**src/rtl/colour_seq_pkg.sv**
```systemverilog
package colour_seq_pkg;
  localparam int SEL_W = 2;
  localparam logic [SEL_W-1:0] COL_RED   = 2'd0;
  localparam logic [SEL_W-1:0] COL_GREEN = 2'd1;
  localparam logic [SEL_W-1:0] COL_BLUE  = 2'd2;
  localparam logic [SEL_W-1:0] COL_RSVD  = 2'd3;

  // Next colour in the red -> green -> blue rotation; any other code restarts at red.
  function automatic logic [SEL_W-1:0] next_colour(input logic [SEL_W-1:0] c);
    case (c)
      COL_RED:   next_colour = COL_GREEN;
      COL_GREEN: next_colour = COL_BLUE;
      default:   next_colour = COL_RED;
    endcase
  endfunction

  function automatic logic is_reserved(input logic [SEL_W-1:0] c);
    is_reserved = (c == COL_RSVD);
  endfunction

  // Accept a pointer unless it is reserved, in which case keep the old value.
  function automatic logic [SEL_W-1:0] take_or_hold(input logic [SEL_W-1:0] ptr,
                                                    input logic [SEL_W-1:0] old);
    take_or_hold = is_reserved(ptr) ? old : ptr;
  endfunction
endpackage

```
**src/rtl/colour_rotator.sv**
```systemverilog
module colour_rotator
  import colour_seq_pkg::*;
(
  input  logic             clk,
  input  logic             rst_n,
  input  logic             line_start_n,
  output logic             line_rst,
  output logic [SEL_W-1:0] rot,
  output logic [SEL_W-1:0] rot_nxt
);
  logic ls_q;

  always_ff @(posedge clk or negedge rst_n) begin
    if (!rst_n) ls_q <= 1'b1;
    else        ls_q <= line_start_n;
  end

  assign line_rst = ~ls_q;
  assign rot_nxt  = line_rst ? COL_RED : next_colour(rot);

  always_ff @(posedge clk or negedge rst_n) begin
    if (!rst_n) rot <= COL_RED;
    else        rot <= rot_nxt;
  end
endmodule

```
**src/rtl/colour_select.sv**
```systemverilog
module colour_select
  import colour_seq_pkg::*;
(
  input  logic             clk,
  input  logic             rst_n,
  input  logic [SEL_W-1:0] rot_nxt,
  input  logic             cfg_single,
  input  logic [SEL_W-1:0] cfg_color,
  input  logic             ext_mux_n,
  input  logic [SEL_W-1:0] ext_ptr,
  input  logic             test_n,
  input  logic [SEL_W-1:0] test_ptr,
  output logic [SEL_W-1:0] mux_sel,
  output logic [SEL_W-1:0] test_sel,
  output logic             test_en,
  output logic             ptr_err,
  output logic             rsvd_evt
);
  logic [SEL_W-1:0] sel_nxt;
  logic             mux_rsvd;
  logic             tst_rsvd;

  always_comb begin
    if (!ext_mux_n) begin
      sel_nxt  = take_or_hold(ext_ptr, mux_sel);
      mux_rsvd = is_reserved(ext_ptr);
    end else if (cfg_single) begin
      sel_nxt  = take_or_hold(cfg_color, mux_sel);
      mux_rsvd = is_reserved(cfg_color);
    end else begin
      sel_nxt  = rot_nxt;
      mux_rsvd = 1'b0;
    end
  end

  assign tst_rsvd = ~test_n & is_reserved(test_ptr);
  assign rsvd_evt = mux_rsvd | tst_rsvd;

  always_ff @(posedge clk or negedge rst_n) begin
    if (!rst_n) begin
      mux_sel  <= COL_RED;
      test_sel <= COL_RED;
      test_en  <= 1'b0;
      ptr_err  <= 1'b0;
    end else begin
      mux_sel <= sel_nxt;
      test_en <= ~test_n;
      if (!test_n) test_sel <= take_or_hold(test_ptr, test_sel);
      if (rsvd_evt) ptr_err <= 1'b1;
    end
  end
endmodule

```
**src/rtl/tag_delay.sv**
```systemverilog
module tag_delay #(
  parameter int LATENCY = 2,
  parameter int W       = 2
) (
  input  logic         clk,
  input  logic         rst_n,
  input  logic [W-1:0] din,
  output logic [W-1:0] dout
);
  generate
    if (LATENCY == 0) begin : g_pass
      assign dout = din;
    end else begin : g_pipe
      logic [W-1:0] stage [LATENCY];
      for (genvar i = 0; i < LATENCY; i++) begin : g_stage
        always_ff @(posedge clk or negedge rst_n) begin
          if (!rst_n)      stage[i] <= '0;
          else if (i == 0) stage[i] <= din;
          else             stage[i] <= stage[(i == 0) ? 0 : i-1];
        end
      end
      assign dout = stage[LATENCY-1];
    end
  endgenerate
endmodule

```
**src/rtl/colour_seq_ctrl.sv**
```systemverilog
module colour_seq_ctrl
  import colour_seq_pkg::*;
#(
  parameter int LATENCY = 2
) (
  input  logic       clk,
  input  logic       rst_n,
  input  logic       line_start_n,
  input  logic       cfg_single,
  input  logic [1:0] cfg_color,
  input  logic       ext_mux_n,
  input  logic [1:0] ext_ptr,
  input  logic       test_n,
  input  logic [1:0] test_ptr,
  output logic [1:0] mux_sel,
  output logic [1:0] test_sel,
  output logic       test_en,
  output logic [1:0] tag_out,
  output logic       ptr_err
);
  logic             line_rst;
  logic [SEL_W-1:0] rot;
  logic [SEL_W-1:0] rot_nxt;
  logic             rsvd_evt;

  colour_rotator u_rot (
    .clk(clk), .rst_n(rst_n), .line_start_n(line_start_n),
    .line_rst(line_rst), .rot(rot), .rot_nxt(rot_nxt)
  );

  colour_select u_sel (
    .clk(clk), .rst_n(rst_n), .rot_nxt(rot_nxt),
    .cfg_single(cfg_single), .cfg_color(cfg_color),
    .ext_mux_n(ext_mux_n), .ext_ptr(ext_ptr),
    .test_n(test_n), .test_ptr(test_ptr),
    .mux_sel(mux_sel), .test_sel(test_sel), .test_en(test_en),
    .ptr_err(ptr_err), .rsvd_evt(rsvd_evt)
  );

  tag_delay #(.LATENCY(LATENCY), .W(SEL_W)) u_tag (
    .clk(clk), .rst_n(rst_n), .din(mux_sel), .dout(tag_out)
  );
endmodule

```
**config.mk**
```make
export PLATFORM = sky130hd
export DESIGN_NAME = colour_seq_ctrl
export DESIGN_NICKNAME = d
export VERILOG_FILES = /design/src/rtl/colour_seq_pkg.sv /design/src/rtl/colour_rotator.sv /design/src/rtl/colour_select.sv /design/src/rtl/tag_delay.sv /design/src/rtl/colour_seq_ctrl.sv
export SDC_FILE = /design/constraint.sdc
export NUM_CORES = 1
export LEC_CHECK = 0
export BUFFER_PORTS_ARGS = -buffer_cell sky130_fd_sc_hd__buf_2
export CAP_MARGIN = 25
export CORE_AREA = 4 4 41 43
export DETAILED_ROUTE_END_ITERATION = 7
export DIE_AREA = 0 0 45 47
export PLACE_DENSITY_LB_ADDON = 0.12
export SLEW_MARGIN = 20
export SYNTH_ARGS = -nofsm -noshare
export SYNTH_HDL_FRONTEND = slang
export SYNTH_SLANG_ARGS = --single-unit
```
**constraint.sdc**
```tcl
create_clock -name clk -period 2.1 [get_ports clk]
set_input_delay 0.42 -clock clk [delete_from_list [all_inputs] [get_ports clk]]
set_output_delay 0.42 -clock clk [all_outputs]
set_load 0.05 [all_outputs]
```
==> qor.yml <==
run_status:
  outcome: "finished, final reports clean"
finish:
  diodes: 0
  final_cell_mix: "buf_2 (19), dfrtp_1 (12), nor2_1 (8)"
  final_nets: 74
  final_common_cell: "buf_2"
  area_growth_pct: 25.8
  final_layout_size_suffix_gt1_share_pct: 39.3
  multiInputGateArea_um2: 128
  regArea_um2: 327
  n_fill_cell: 128
setup_path:
  path_max_fanout: 2
  critPathTopFamily: "flip-flops"
  path_class: "flip-flop to output port"
  cp.buffers_inverters: 1
  endpoint_kind: "output port"
  cp_cell_sequence: "buf_2"
  slowest_delay_ns: 0.37
  cp.arrival_ns: 0.90
  slowest_stage: "dfrtp_1"
  critPathRequiredTime_ns: 1.68
  startpoint_type: "flip-flop"
die:
  io_pins: 20
  dieArea_um2: 2120
  start_util_pct: 37.2
  fp.dieW_um: 45
  die_h_um: 47
  core-area_um2: 1300
  rows: 13
timing:
  max_clock_freq_mhz: 756
  slew_headroom_pct: 81.6
  grt_setup_unrepaired: "no"
  setup_slack_ns: 0.777
  worstMarginPinSlew_ns: 0.277
  finClkSkew_ns: 0.00274
  min_period_ns: 1.32
  hold_violations: 0
  setup_viol: 0
  fin_tns_setup_ns: 0
  drv_slew: 0
  min_period_over_period_pct: 63.0
hold_path:
  worst_hold_path_type: "input port to asynchronous set/reset pin"
global_routing:
  grt_first_pass_wirelength_mm: 1.49
  antenna_found_initial: 0
  grtUsageTotal_pct: 9.94
  grt_pass1_vias: 347
  grt_start_max_net_pins: 14
  grt_overflow: 0
logic_synthesis:
  synth_area_per_cell_um2: 12.1
  ys_warn_count: 0
  synthDistinctLibCells: 17
  syn_area_um2: 484
  syn-num-nets: 52
  synthCells: 40
  yosysSeqAreaShare_pct: 67.4
  synth_seq_cells: 13
clock_network:
  clkTransAtPathRegs_ns: 0.08
  cts.sinks: 13
  numCtsBuffers: 3
  tritoncts: "yes"
  clockRootBuffer: "clkbuf_4"
  post_cts_resized: 0
  hold_buffers: 0
  clock_path_buffers: 2
  clock_latency_ns: 0.26
  post-cts-setup-buffers: 0
  htree_levels: 1
pwr:
  max-vdd-ir-drop_mv: 0.301
  p_leak_nw: 0.311
  power_density_nw_per_um2: 870
job:
  maxCapViolCount: 0
route:
  wirelength_um: 902
  firstDrtPassIters: 5
  avgRoutedWirePerCell_um: 11.9
  drt_iter0_markers: 4
  avgViaCountPerCell: 4.66
  drc: 0
  drtAntennaViolNets: 0
  via_count: 354
placement:
  numPortBuffers: 19
  post-dp-hpwl_um: 730
  globalplace.congestion: 0.684
  pre_cts_ws_ns: 0.829
[logic make-up after synthesis]
group           after synthesis  synth area share [%]
compound gates                5                  8.27
buf+inv                       6                  6.20
simple gates                 16                  18.1
flops                        13                  67.4
[final timing paths]
| kind | startpoint | end | slack, ns | depth (start not counted) |
|---|---|---|---|---|
| max | u_sel.test_sel[1] | test_sel[1] | 0.78 | 1 |
| min | rst_n | u_tag.dout[0] | 0.02 | 1 |
| max reg2reg | u_rot.ls_q | u_sel.mux_sel[0] | 0.88 | 3 |
| min reg2reg | u_tag.g_pipe.stage[3] | u_tag.dout[1] | 0.35 | 0 |
| max in group asynchronous | rst_n | u_rot.ls_q | 1.81 | 1 |
| min in group clk | line_start_n | u_rot.ls_q | 0.25 | 1 |
[cells in the mapped netlist]
| library cell | n | share of area [%] |
|---|---|---|
| a211o_1 | 1 | 1.8 |
| o21ai_1 | 1 | 1.0 |
| buf_4 | 2 | 3.1 |
| nand2b_1 | 2 | 2.6 |
| nand4_1 | 1 | 1.3 |
| nor3_1 | 1 | 1.0 |
| nand4b_1 | 1 | 1.8 |
| or3_1 | 1 | 1.3 |
| nand2b_4 | 1 | 2.8 |
| inv_1 | 4 | 3.1 |
| o31ai_1 | 1 | 1.6 |
| dfrtp_1 | 12 | 62 |
| dfstp_2 | 1 | 5.4 |
| nand3_1 | 1 | 1.0 |
| a32oi_1 | 1 | 1.8 |
| a311o_1 | 1 | 2.1 |
| nor2_1 | 8 | 6.2 |
[per-stage QoR]
step	area, um2	utilization, %	instances	power, W	hold WS (ns)
after floorplan	484	-	40	0.000357	0.124
after global placement	583	44.8	72	0.000387	0.319
after detailed placement	583	44.8	72	0.000389	0.319
after CTS	609	46.8	76	0.000541	0.0212
after global routing	609	46.8	76	0.000562	0.0379
final	609	46.8	76	0.000530	0.0202
[final cells by class]
cell class,count,share of cell area (%)
Sequential cell,13,53.6
Clock buffer,4,4.31
Multi-Input combinational cell,21,20.9
Inverter,4,2.46
Timing Repair Buffer,19,15.6
Tap cell,15,3.08
[routing by layer]
layer | GRT usage, % | part of all wire [%] | vias to the layer above
met5 | 0 | 0 | -
met4 | 3.51 | 0 | 0
met3 | 3.45 | 8.1 | 0
met2 | 16.4 | 49 | 12
met1 | 12.1 | 43 | 163
li1 | - | - | 179
[state kept, by name (all words and copies together) (netlist names)]
name / count
u_tag.dout: 2
u_sel.ptr_err: 1
u_tag.g_pipe.stage: 2
u_rot.ls_q: 1
u_sel.mux_sel: 2
u_sel.test_en: 1
u_sel.test_sel: 2
u_rot.rot: 2
[where the power goes]
part | switching [W] | internal [W] | total (W)
combinational | 0.0000743 | 0.0000274 | 0.000102
sequential | 0.00000925 | 0.000271 | 0.000281
clock | 0.0000741 | 0.0000734 | 0.000147
(Power assumes the default switching activity.)
